[src/rtl/cdir_pkg.sv]
package cdir_pkg;

    typedef enum logic [1:0] {
        ST_IDLE   = 2'd0,
        ST_DRAIN  = 2'd1,
        ST_SETTLE = 2'd2
    } chan_state_e;

    function automatic int unsigned larger_of(int unsigned a, int unsigned b);
        return (a > b) ? a : b;
    endfunction

endpackage

[src/rtl/cdir_sync.sv]
module cdir_sync #(
    parameter int unsigned W       = 3,
    parameter int unsigned STAGES  = 2,
    parameter logic        RST_VAL = 1'b1
) (
    input  logic         clk,
    input  logic         rst_n,
    input  logic [W-1:0] d_i,
    output logic [W-1:0] q_o
);

    logic [W-1:0] stg_q [STAGES];

    always_ff @(posedge clk or negedge rst_n) begin
        if (!rst_n) begin
            for (int s = 0; s < STAGES; s++) begin
                stg_q[s] <= {W{RST_VAL}};
            end
        end else begin
            stg_q[0] <= d_i;
            for (int s = 1; s < STAGES; s++) begin
                stg_q[s] <= stg_q[s-1];
            end
        end
    end

    assign q_o = stg_q[STAGES-1];

endmodule

[src/rtl/cdir_chan_fsm.sv]
module cdir_chan_fsm
    import cdir_pkg::*;
#(
    parameter int unsigned OFF_WAIT    = 4,
    parameter int unsigned SETTLE_WAIT = 4
) (
    input  logic clk,
    input  logic rst_n,
    input  logic req_in_i,     // synchronised, 1 = input mode
    output logic xcvr_dir_o,   // 1 = transmit
    output logic trl_dir_o,    // 1 = transmit
    output logic en_o,         // translator output wanted on
    output logic busy_o
);

    localparam int unsigned LONGEST = larger_of(OFF_WAIT, SETTLE_WAIT);
    localparam int unsigned CW      = $clog2(LONGEST + 1);
    localparam logic [CW-1:0] OFF_LAST = CW'(OFF_WAIT - 1);
    localparam logic [CW-1:0] SET_LAST = CW'(SETTLE_WAIT - 1);

    chan_state_e   state_q, state_d;
    logic [CW-1:0] cnt_q, cnt_d;
    logic          mode_in_q, mode_in_d;   // applied mode, 1 = input
    logic          tgt_in_q, tgt_in_d;     // mode latched at switch start

    // state register
    always_ff @(posedge clk or negedge rst_n) begin
        if (!rst_n) begin
            state_q   <= ST_SETTLE;
            cnt_q     <= '0;
            mode_in_q <= 1'b1;
            tgt_in_q  <= 1'b1;
        end else begin
            state_q   <= state_d;
            cnt_q     <= cnt_d;
            mode_in_q <= mode_in_d;
            tgt_in_q  <= tgt_in_d;
        end
    end

    // next state
    always_comb begin
        state_d   = state_q;
        cnt_d     = cnt_q;
        mode_in_d = mode_in_q;
        tgt_in_d  = tgt_in_q;
        unique case (state_q)
            ST_IDLE: begin
                if (req_in_i != mode_in_q) begin        // idle_to_drain
                    state_d  = ST_DRAIN;
                    cnt_d    = '0;
                    tgt_in_d = req_in_i;
                end
            end
            ST_DRAIN: begin
                if (cnt_q == OFF_LAST) begin            // drain_to_settle
                    state_d   = ST_SETTLE;
                    cnt_d     = '0;
                    mode_in_d = tgt_in_q;
                end else begin
                    cnt_d = cnt_q + 1'b1;
                end
            end
            ST_SETTLE: begin
                if (cnt_q == SET_LAST) begin
                    cnt_d = '0;
                    if (req_in_i != mode_in_q) begin    // settle_to_drain
                        state_d  = ST_DRAIN;
                        tgt_in_d = req_in_i;
                    end else begin                      // settle_to_idle
                        state_d = ST_IDLE;
                    end
                end else begin
                    cnt_d = cnt_q + 1'b1;
                end
            end
            default: begin
                state_d = ST_SETTLE;
                cnt_d   = '0;
            end
        endcase
    end

    // outputs
    always_comb begin
        xcvr_dir_o = ~mode_in_q;
        trl_dir_o  = ~mode_in_q;
        en_o       = 1'b0;
        busy_o     = 1'b1;
        unique case (state_q)
            ST_IDLE: begin
                en_o   = 1'b1;
                busy_o = 1'b0;
            end
            ST_DRAIN, ST_SETTLE: begin
                en_o   = 1'b0;
                busy_o = 1'b1;
            end
            default: begin
                en_o   = 1'b0;
                busy_o = 1'b1;
            end
        endcase
    end

endmodule

[src/rtl/cdir_oe_gate.sv]
module cdir_oe_gate #(
    parameter int unsigned NUM_CH = 3
) (
    input  logic              permit_i,
    input  logic [NUM_CH-1:0] en_i,
    output logic [NUM_CH-1:0] oe_n_o
);

    for (genvar g = 0; g < NUM_CH; g++) begin : g_gate
        assign oe_n_o[g] = ~(en_i[g] & permit_i);
    end

endmodule

[src/rtl/cable_dir_seq.sv]
module cable_dir_seq #(
    parameter int unsigned NUM_CH      = 3,
    parameter int unsigned SYNC_STAGES = 2,
    parameter int unsigned OFF_WAIT    = 4,
    parameter int unsigned SETTLE_WAIT = 4
) (
    input  logic              clk,
    input  logic              rst_n,
    input  logic              permit_i,
    input  logic [NUM_CH-1:0] req_input_i,
    output logic [NUM_CH-1:0] xcvr_dir_o,
    output logic [NUM_CH-1:0] trl_dir_o,
    output logic [NUM_CH-1:0] trl_oe_n_o,
    output logic [NUM_CH-1:0] busy_o
);

    logic [NUM_CH-1:0] req_sync;
    logic [NUM_CH-1:0] chan_en;

    cdir_sync #(
        .W       (NUM_CH),
        .STAGES  (SYNC_STAGES),
        .RST_VAL (1'b1)
    ) u_sync (
        .clk   (clk),
        .rst_n (rst_n),
        .d_i   (req_input_i),
        .q_o   (req_sync)
    );

    for (genvar c = 0; c < NUM_CH; c++) begin : g_chan
        cdir_chan_fsm #(
            .OFF_WAIT    (OFF_WAIT),
            .SETTLE_WAIT (SETTLE_WAIT)
        ) u_fsm (
            .clk        (clk),
            .rst_n      (rst_n),
            .req_in_i   (req_sync[c]),
            .xcvr_dir_o (xcvr_dir_o[c]),
            .trl_dir_o  (trl_dir_o[c]),
            .en_o       (chan_en[c]),
            .busy_o     (busy_o[c])
        );
    end

    cdir_oe_gate #(
        .NUM_CH (NUM_CH)
    ) u_gate (
        .permit_i (permit_i),
        .en_i     (chan_en),
        .oe_n_o   (trl_oe_n_o)
    );

endmodule

[config.mk]
export PLATFORM = sky130hd
export DESIGN_NAME = cable_dir_seq
export DESIGN_NICKNAME = d
export VERILOG_FILES = /design/src/rtl/cdir_pkg.sv /design/src/rtl/cdir_sync.sv /design/src/rtl/cdir_chan_fsm.sv /design/src/rtl/cdir_oe_gate.sv /design/src/rtl/cable_dir_seq.sv
export SDC_FILE = /design/constraint.sdc
export NUM_CORES = 1
export LEC_CHECK = 0
export ABC_AREA = 1
export BUFFER_PORTS_ARGS = -buffer_cell sky130_fd_sc_hd__buf_2
export CAP_MARGIN = 5
export CORE_MARGIN = 1
export CORE_UTILIZATION = 50
export DETAILED_ROUTE_END_ITERATION = 8
export GPL_TIMING_DRIVEN = 0
export PLACE_DENSITY = 0.67
export RECOVER_POWER = 50
export SLEW_MARGIN = 5
export SYNTH_ARGS = -nofsm -noshare
export SYNTH_HDL_FRONTEND = slang
export SYNTH_HIERARCHICAL = 1
export SYNTH_SLANG_ARGS = --single-unit
[constraint.sdc]
create_clock -name clk -period 3 [get_ports clk]
set_input_delay 0.45 -clock clk [delete_from_list [all_inputs] [get_ports clk]]
set_output_delay 0.45 -clock clk [all_outputs]
set_load 0.02 [all_outputs]
* After elaboration in Yosys (flattened, before gate mapping) *
Cells that the tools add are included.

storage, ports and cells
  bits in registers = 27
  logic and storage cells = 104
  input bits = 6
  output and inout bits = 12

cells by class
  mux-type cells = 39
  bitwise operators = 9
  add/subtract/negate cells = 3
  equality and inequality tests = 21
  reduce and logical (&&, ||, !) cells = 18

operator list
  cell                                                                      count
  2-bit two-way mux                                                         9
  3-bit two-way mux                                                         6
  2-bit by 1-bit inequality test with 1-bit output (second input constant)  9
  2-bit one-hot mux with 3 select lines                                     3
  3-bit one-hot mux with 2 select lines                                     3
  1-bit two-way mux                                                         15
  2-bit AND reduction                                                       6
  3-bit by 1-bit adder with 3-bit output (second input constant)            3
  3-bit by 2-bit equality test with 1-bit output (second input constant)    3
  3-bit AND reduction                                                       3
  2-bit by 1-bit equality test with 1-bit output (second input constant)    3
  2-bit equality test (second input constant)                               3
  2-bit zero test                                                           3
  1-bit NOT                                                                 6
  1-bit one-hot mux with 2 select lines                                     3
  2-bit nonzero test                                                        3
  2-bit OR reduction                                                        3
  1-bit bitwise AND                                                         3
  1-bit inequality test                                                     3

* Depth between registers and ports, before layout *
Gate-level depths: netlist (run 1).

  depth after elaboration = 4
  mapped depth = 7
  depth with buffers taken out = 7

* Hierarchy *
Netlist (run 1), hierarchy kept.

modules (own cells, without submodules)
  module                                sequential area each (sq um)  instances  cells an instance  area each (sq um)
  cdir_chan_fsm at g_chan[0].u_fsm ...  178.9                         2          55                 457.9
  cdir_chan_fsm at g_chan[1].u_fsm      178.9                         1          56                 457.9
  cdir_sync                             157.7                         1          9                  180.2
  cdir_oe_gate                          0.0                           1          3                  11.3

* Worst setup path after synthesis (run 1) *
OpenSTA, ideal clock, no wires.

  path type = reg2out
  start = register g_chan[1].u_fsm.state_q[1]
  end = output port busy_o[1]
  data required time = 2.550 ns
  path buffers = 0
  slack = 1.541 ns
  stages on the path, launching flop included = 4
  arrival = 1.009 ns
  cell sequence = dfstp_2 inv_1 ha_1 inv_1

between the ends
  longest elaborated chain between the ends = 2

ends and longest elaborated chain
  element                 RTL line             RTL
  start, declared         cdir_chan_fsm.sv:21  chan_state_e state_q, state_d;
  start signal, assigned  cdir_chan_fsm.sv:34  state_q <= state_d;
  2-bit zero test         cdir_chan_fsm.sv:90  unique case (state_q)
  1-bit two-way mux       cdir_chan_fsm.sv:90
  end, declared           cable_dir_seq.sv:14  output logic [NUM_CH-1:0] busy_o

No other way between the ends.

* Worst setup path after layout (run 1) *
Same ends and word-level chain as after synthesis.

==> results of run 1 <==
-- cell type report --
| type | count | area, µm² | share of cell area, % |
|---|---|---|---|
| timing repair buffer | 17 | 83.8 | 4.89 |
| tap | 31 | 38.8 | 2.26 |
| clock inverter | 1 | 5.00 | 0.292 |
| sequential | 27 | 694 | 40.5 |
| multi-input combinational | 114 | 709 | 41.4 |
| inverter | 31 | 116 | 6.78 |
| buffer | 6 | 45.0 | 2.63 |
| clock buffer | 3 | 22.5 | 1.31 |
-- metrics by stage --
stage / util (%) / instances / total power (µW)
floorplan: - / 178 / 1510
global placement: 59.2 / 226 / 1700
detailed placement: 59.2 / 226 / 1750
CTS: 60.2 / 230 / 1910
global route: 60.1 / 230 / 2080
finish: 60.1 / 230 / 1890
-- placed cells by master (no fill, tap or decap), types with 6 or more instances in the layout --
cell type / n
sky130_fd_sc_hd__dfstp_2: 15
sky130_fd_sc_hd__nand2_2: 10
sky130_fd_sc_hd__ha_1: 15
sky130_fd_sc_hd__nand2_1: 38
sky130_fd_sc_hd__o21ai_2: 6
sky130_fd_sc_hd__nor2_1: 10
sky130_fd_sc_hd__a21oi_1: 10
sky130_fd_sc_hd__buf_4: 6
sky130_fd_sc_hd__dfrtp_1: 12
sky130_fd_sc_hd__nand3_1: 12
sky130_fd_sc_hd__inv_2: 9
sky130_fd_sc_hd__inv_1: 22
sky130_fd_sc_hd__buf_2: 16
-- flip-flops by register name, summed over array words and instances (netlist names) --
name and count:
g_chan.u_fsm/cnt_q 9, u_sync/stg_q 3, g_chan.u_fsm/tgt_in_q 3, g_chan.u_fsm/state_q 6, g_chan.u_fsm/mode_in_q 3, u_sync/q_o 3
-- cell families after synthesis --
logic type / Yosys count
flops: 27
simple gates: 76
fa+ha+maj: 15
buf+inv: 37
compound gates: 23
-- path summary, 6_finish.rpt --
kind                                            startpoint                          to  cells after the start
worst min register to register             u_sync/stg_q[3]               u_sync/q_o[0]                      0
worst max-delay path            g_chan[1].u_fsm/state_q[1]                   busy_o[1]                      4
max in group asynchronous                            rst_n  g_chan[2].u_fsm/state_q[0]                      1
min in group asynchronous                            rst_n  g_chan[0].u_fsm/state_q[0]                      1
worst max register to register  g_chan[1].u_fsm/state_q[1]    g_chan[1].u_fsm/cnt_q[2]                      5
worst min-delay path                        req_input_i[1]             u_sync/stg_q[4]                      1
-- where the power goes --
part           internal [µW]  switching (µW)
Combinational            426             676
Clock                   50.0             108
Sequential               536            92.3
-- per-layer routing --
layer  up-vias  GRT usage (%)  part of all wire, %
li1        592              -                    -
met1       503           22.2                   51
met2        17           28.6                   45
met3         4           2.68                  2.7
met4         0           6.46                  1.1
met5         -              0                    0
==> metrics list, run 1 <==
* Fillers: roughly 260
- Sequential share of the synthesized area: between 40% and 50%
- In the final design database the tool counted between 200 and 250 nets.
* First-pass iteration count of the detailed router: 6
* Area of the die: between 3000 and 4000 µm²
- Delay of the slowest critical-path stage: 0.58 ns
* Die Y-Extent: about 58 µm
- Routability Congestion: 0.809
- Sink Count: 27
- Synthesis produced a netlist with a net count of between 150 and 200.
- Cells traversed along the worst timing path: inv_1, ha_1, inv_1, buf_2
- Summing the areas of all and, or, nand and nor instances in the mapped netlist gives about a quarter of the synthesized area.
- In this run the standard cell core region covers roughly 2900 µm².
- The run finished, with violations left.
* Worst hold-check slack: between 0.2 and 0.25 ns
- Critical-path cell with the highest stage delay: sky130_fd_sc_hd__dfstp_2
* Post-route clock period utilization: approximately two thirds
- Std-Cell Rows: 19
- Max Fanout on Critical Path: 5
* Placed standard-cell area: between 1500 and 2000 µm²
- For this run, the number of Yosys warnings is 6.
* Library cells used by synthesis: 17
* Netlist area before placement: 1570 µm²
- Clock slew seen by the registers of the worst setup and hold paths: about 0.14 ns
* Arithmetic-cell share of the synthesized area counting full adders, half adders and majority gates: approximately an eighth
* Unrepaired setup endpoints after global routing: no
* Reported max-cap violation count: 0
- The repair_antennas step left the layout with diodes totalling 0.
- The worst setup path is captured at an output pin.
* Most frequent cell after synthesis: sky130_fd_sc_hd__nand2_1
- Synthesis-to-finish area growth: 9.59%
- Post-route minimum period: about 2.0 ns
* Initial core utilization: a little over half
* Type of the worst setup path: register to output pin
* Proportion of synthesized flip-flops having asynchronous set or reset: 100%
- The first routing iteration left 37 violations.
- TritonCTS built the clock tree.
- Final routed wirelength across all metal layers: 2460 µm
- Dividing total power by cell area gives a power density of ~1100 nW/µm².
* Number of standard cells after synthesis: 178
* Number of placed I/O pins: 18
- Post-CTS repair changed the size of 0 cells.
* Gate family responsible for the most delay along the worst path: flip-flops
- Largest voltage drop on the vdd net: about 530 µV
* CTS Hold Bufs: 0
- Clk_skew: 0.00491 ns
- Worst endpoint required time: ~2.6 ns
- OpenSTA, run right after detailed placement, puts the worst setup slack at about 1.4 ns.
- Number of buffers inserted by port buffering: 17
- Of the cells placed in the final design, the portion with a size suffix greater than 1 is 36.2%.
- Hold Fails Final Rpt: 0
- Clock tree root driver cell: sky130_fd_sc_hd__clkbuf_4
- Counting both buffers and inverters, the worst setup path holds a total of 3.
* Fin Setup TNS: 0 ns
* Detail Route Antenna Nets: 0
- Top cells by area in the synthesized netlist: sky130_fd_sc_hd__dfstp_2, sky130_fd_sc_hd__dfrtp_1, sky130_fd_sc_hd__ha_1
* Gr usage total: ~17%
* Clock insertion delay at the later pin of the skew report: about 0.32 ns
- Main combinational cell family by area after synthesis: simple AND/OR/NAND/NOR gates
- FF+latch count, synth: 27
* HPWL after detailed placement: 1950 µm
* Flop-to-flop setup slack: about 1.6 ns
* Violations in the final reports: DRC
- Maximum number of pins on one net before global-route repair: 28
* Synthesized-area fraction occupied by xor and xnor cells: 0%
- Summed area of non-filler cells in the final layout: 1720 µm²
- Startpoint class of the critical path: register
- Share of synthesized area spent on multiplexers: 0%
* Proportion of netlist area held by the largest area contributor: about 25%
- Number of remaining DRC errors: 3
- Of all cell types, the one taking the most synthesized area is sky130_fd_sc_hd__dfstp_2.
- For the worst setup path, the data arrival time is roughly 1.5 ns.
- Least-Margin Pin Slew: approximately 1.4 ns
- Number of buffers inserted by post-CTS setup repair: 0
- Summing the areas of all compound-gate instances in the mapped netlist gives approximately 8.8% of the synthesized area.
- Relative max-transition margin: 6.62%
- Number of H-tree levels: 1
- Cell seen most often among critical-path stages: sky130_fd_sc_hd__inv_1
* Average via count per standard cell: roughly 4.9
- Post-synth top flop: sky130_fd_sc_hd__dfstp_2
* Number of vias after detailed routing: around 1100
* Commonest cells in the netlist: sky130_fd_sc_hd__nand2_1, sky130_fd_sc_hd__inv_1, sky130_fd_sc_hd__dfstp_2, sky130_fd_sc_hd__ha_1
- Setup violations remaining at the end of the flow were counted as 0.
* Number of synthesized flops with an enable pin: 0
* Worst Hold Class: primary input to register
- The via count of the first global-routing pass was between 1000 and 1500.
* Horizontal extent of the die: 58.0 µm
* Number of pins with negative max-slew slack in the final report: 0
- Overflow left after global routing: 0
* Maximum count of clock buffers along a single path: 2
* Min setup slack post-route: between 1 and 1.5 ns
- Number of antenna violations at the first check in global routing: 0
* Wire per inst: ~11 µm
- A synthesized cell averages 8.79 µm².
- The first global-routing pass estimated between 4000 and 5000 µm of wire.
- Buffers inserted during clock tree synthesis total 3.
- Static timing analysis puts the maximum clock frequency at 504 MHz.
- Leak Pwr: between 0.0008 and 0.0009 µW
No activity file was read; power rests on OpenSTA's default activity.
==> inputs of run 2 (changes only) <==
- PLACE_DENSITY: 0.67 -> 0.7
- clock period: 3 -> 1.7 ns (I/O delays scaled with it)
==> metrics list, run 2 (synthesis results as in run 1) <==
* Non-filler instance count after layout: 236 (+2.6%)
* Leak Pwr: 0.000927 µW (+3.8%)
- Delay of the slowest critical-path stage: 0.57 ns (about the same)
- The sink count of the clock tree is 27 (unchanged).
- Clock insertion delay at the later pin of the skew report: 0.32 ns (about the same)
- The signal on the critical path passes through inv_1, ha_2, inv_2, buf_4.
- Summed area of non-filler cells in the final layout: 1810 µm² (+5.3%)
* Flip-flop count of the largest register, all copies and words added: 9 (unchanged)
- Die Y-Extent: 58.0 µm (unchanged)
- Number of antenna violations at the first check in global routing: 0 (unchanged)
* Maximum count of clock buffers along a single path: 2 (unchanged)
* Commonest cells after routing, fill and taps aside: sky130_fd_sc_hd__nand2_1, sky130_fd_sc_hd__inv_1, sky130_fd_sc_hd__dfstp_2, sky130_fd_sc_hd__buf_4
- Total Nets Final: 227 (+2.7%)
- The total design power came to 3520 µW (+86%).
- Reported max-cap violation count: 0 (unchanged)
* Worst setup slack after placement: 0.281 ns (-1.11 ns)
- Core box area: 2850 µm² (unchanged)
- The slowest stage of the critical path is the sky130_fd_sc_hd__dfstp_2 cell.
- STA classifies the critical path startpoint as a register.
- The row count was 19 (unchanged).
- The number of nets with antenna violations after detailed routing was 0 (unchanged).
- For this run, the top clock speed supported by timing is 614 MHz.
- The final count of hold timing violations was 0 (unchanged).
* Worst Hold Class: primary input to register
- TritonCTS built the clock tree.
- The total negative slack came to 0 ns (unchanged).
- Number of buffers inserted by port buffering: 17 (unchanged)
- Setup repair after global routing left no endpoint under its margin.
- The register with the most flip-flops in the final layout is g_chan.u_fsm/cnt_q.
- Antenna Cells: 0 (unchanged)
- Post-route minimum period: approximately 1.6 ns
* Total CTS buffers: 3 (unchanged)
* Placed standard-cell area: 1690 µm² (unchanged)
- The pin count of the biggest net entering global routing came to 28 (unchanged).
* Least-Margin Pin Slew: 0.639 ns (-0.762 ns)
- The number of max-slew violations in the final report is 0 (unchanged).
* Endpoint arrival time on the critical path: 1.37 ns (-0.16 ns)
- Instance count along the most critical hold path: 1 (unchanged)
- The number of DRC violations after detailed-routing iteration 0 was 41 (+11%).
* Run status: finished clean
- The power density relative to cell area came to 1950 nW/µm² (+77%).
- HPWL after detailed placement: 1960 µm (+0.32%)
* Gr usage total: 17.4% (+0.41 points)
- Final setup viols: 0 (unchanged)
- Post-route clock period utilization: between 90 and 100%
- Worst endpoint required time: 1.44 ns (-1.11 ns)
- Ratio of cells with drive above 1 in the final layout: 39.0% (+2.8 points)
* Final routed wirelength across all metal layers: 2550 µm (+3.8%)
* Number of remaining DRC errors: 0 (-3)
* Clock tree root driver cell: sky130_fd_sc_hd__clkbuf_4
- Horizontal extent of the die: 58.0 µm (unchanged)
* Relative max-transition margin: 57.4% (+51 points)
* Leading cell type in the layout, fill and taps excluded: sky130_fd_sc_hd__nand2_1
* Initial core utilization: 54.9% (unchanged)
* Number of placed I/O pins: 18 (unchanged)
- The global route total overflow was 0 (unchanged).
- Worst Reg2Reg Path Length in Cells: 5 (unchanged)
- Min setup slack post-route: 0.0710 ns (-0.945 ns)
* Number of H-tree levels: 1 (unchanged)
- Average via count per standard cell: 4.84 (-0.27%)
* Count of placed standard cells including taps: 226 (unchanged)
* Area of the die: 3360 µm² (unchanged)
- Synthesis-to-finish area growth: 15.4%
- The critical path is of the register to output pin type.
* Routability Congestion: 0.796 (-1.6%)
- Clk_skew: 0.00855 ns (+0.00363 ns)
- Registers with the highest flip-flop counts: g_chan.u_fsm/cnt_q: 9 flops, g_chan.u_fsm/state_q: 6 flops
- First-pass iteration count of the detailed router: 5 (-1)
* Flop-to-flop setup slack: 0.30 ns (-1.30 ns)
* Max Fanout on Critical Path: 5 (unchanged)
- STA classifies the critical path endpoint as an output pin.
- The overall via count from detail_route is 1142 (+2.3%).
- The wire length of the first global-routing pass is 4550 µm (+4.0%).
- Vias in the first global route: 1166 (+8.2%)
- The maximum VDD drop is 1190 µV (+130%).
- The clock slew seen by the registers of the worst setup and hold paths came to 0.13 ns (about the same).
- Wire per inst: 10.8 µm (+1.1%)
-- run 2: cell count changes in the layout (fill, tap and decap cells not counted), moves of 2 or more --
| cell | before | now |
|---|---|---|
| sky130_fd_sc_hd__buf_4 | 6 | 13 |
| sky130_fd_sc_hd__buf_2 | 16 | 12 |
| sky130_fd_sc_hd__dlygate4sd3_1 | 0 | 3 |
| sky130_fd_sc_hd__ha_1 | 15 | 12 |
| sky130_fd_sc_hd__ha_4 | 0 | 2 |
-- run 2: what timing repair did --
item,CTS,global route
endpoints found under the hold margin,13,1
setup endpoints to repair,6,6
gates cloned,0,0
hold buffers,2,1
gates resized for setup,4,6
buffers inserted,1,2
-- run 2: cell type report --
class	instances	area, µm²
Fill cell	253	1050
Multi-Input combinational cell	114	737
Sequential cell	27	694
Timing Repair Buffer	23	148
Inverter	31	116
Buffer	6	45.0
Tap cell	31	38.8
Clock buffer	3	22.5
Clock inverter	1	5.00
-- run 2: power by group --
group	leakage, µW	internal (µW)	total [µW]	switching (µW)
registers	0.000313	943	1090	143
logic	0.000596	897	2160	1270
clock network	0.0000177	88.1	270	182
-- run 2: path summary, 6_finish.rpt --
path / from / to
min in group asynchronous: rst_n / g_chan[0].u_fsm/cnt_q[2]
setup / recovery: g_chan[0].u_fsm/state_q[1] / busy_o[0]
hold / removal: req_input_i[0] / u_sync/stg_q[3]
max in group asynchronous: rst_n / g_chan[0].u_fsm/state_q[0]
setup reg to reg: g_chan[1].u_fsm/state_q[1] / g_chan[1].u_fsm/cnt_q[2]
hold reg to reg: u_sync/stg_q[3] / u_sync/q_o[0]
-- run 2: through the flow --
stage,hold WS (ns),utilization (%)
floorplan,-0.0406,-
global placement,0.281,59.2
detailed placement,0.289,59.2
CTS,0.00680,61.4
global route,0.00522,63.3
finish,0.0263,63.3
-- run 2: per-layer routing --
layer | part of all wire (%) | GRT usage [%]
met5 | 0 | 0
met4 | 1.8 | 5.10
met3 | 2.3 | 4.91
met2 | 51 | 32.0
met1 | 44 | 19.5
-- run 2: worst max-delay path, delay by kind of cell, from the launching register on --
family	cells	cell delay (ns)
buf+inv	3	0.29
fa+ha+maj	1	0.21
flops	1	0.57
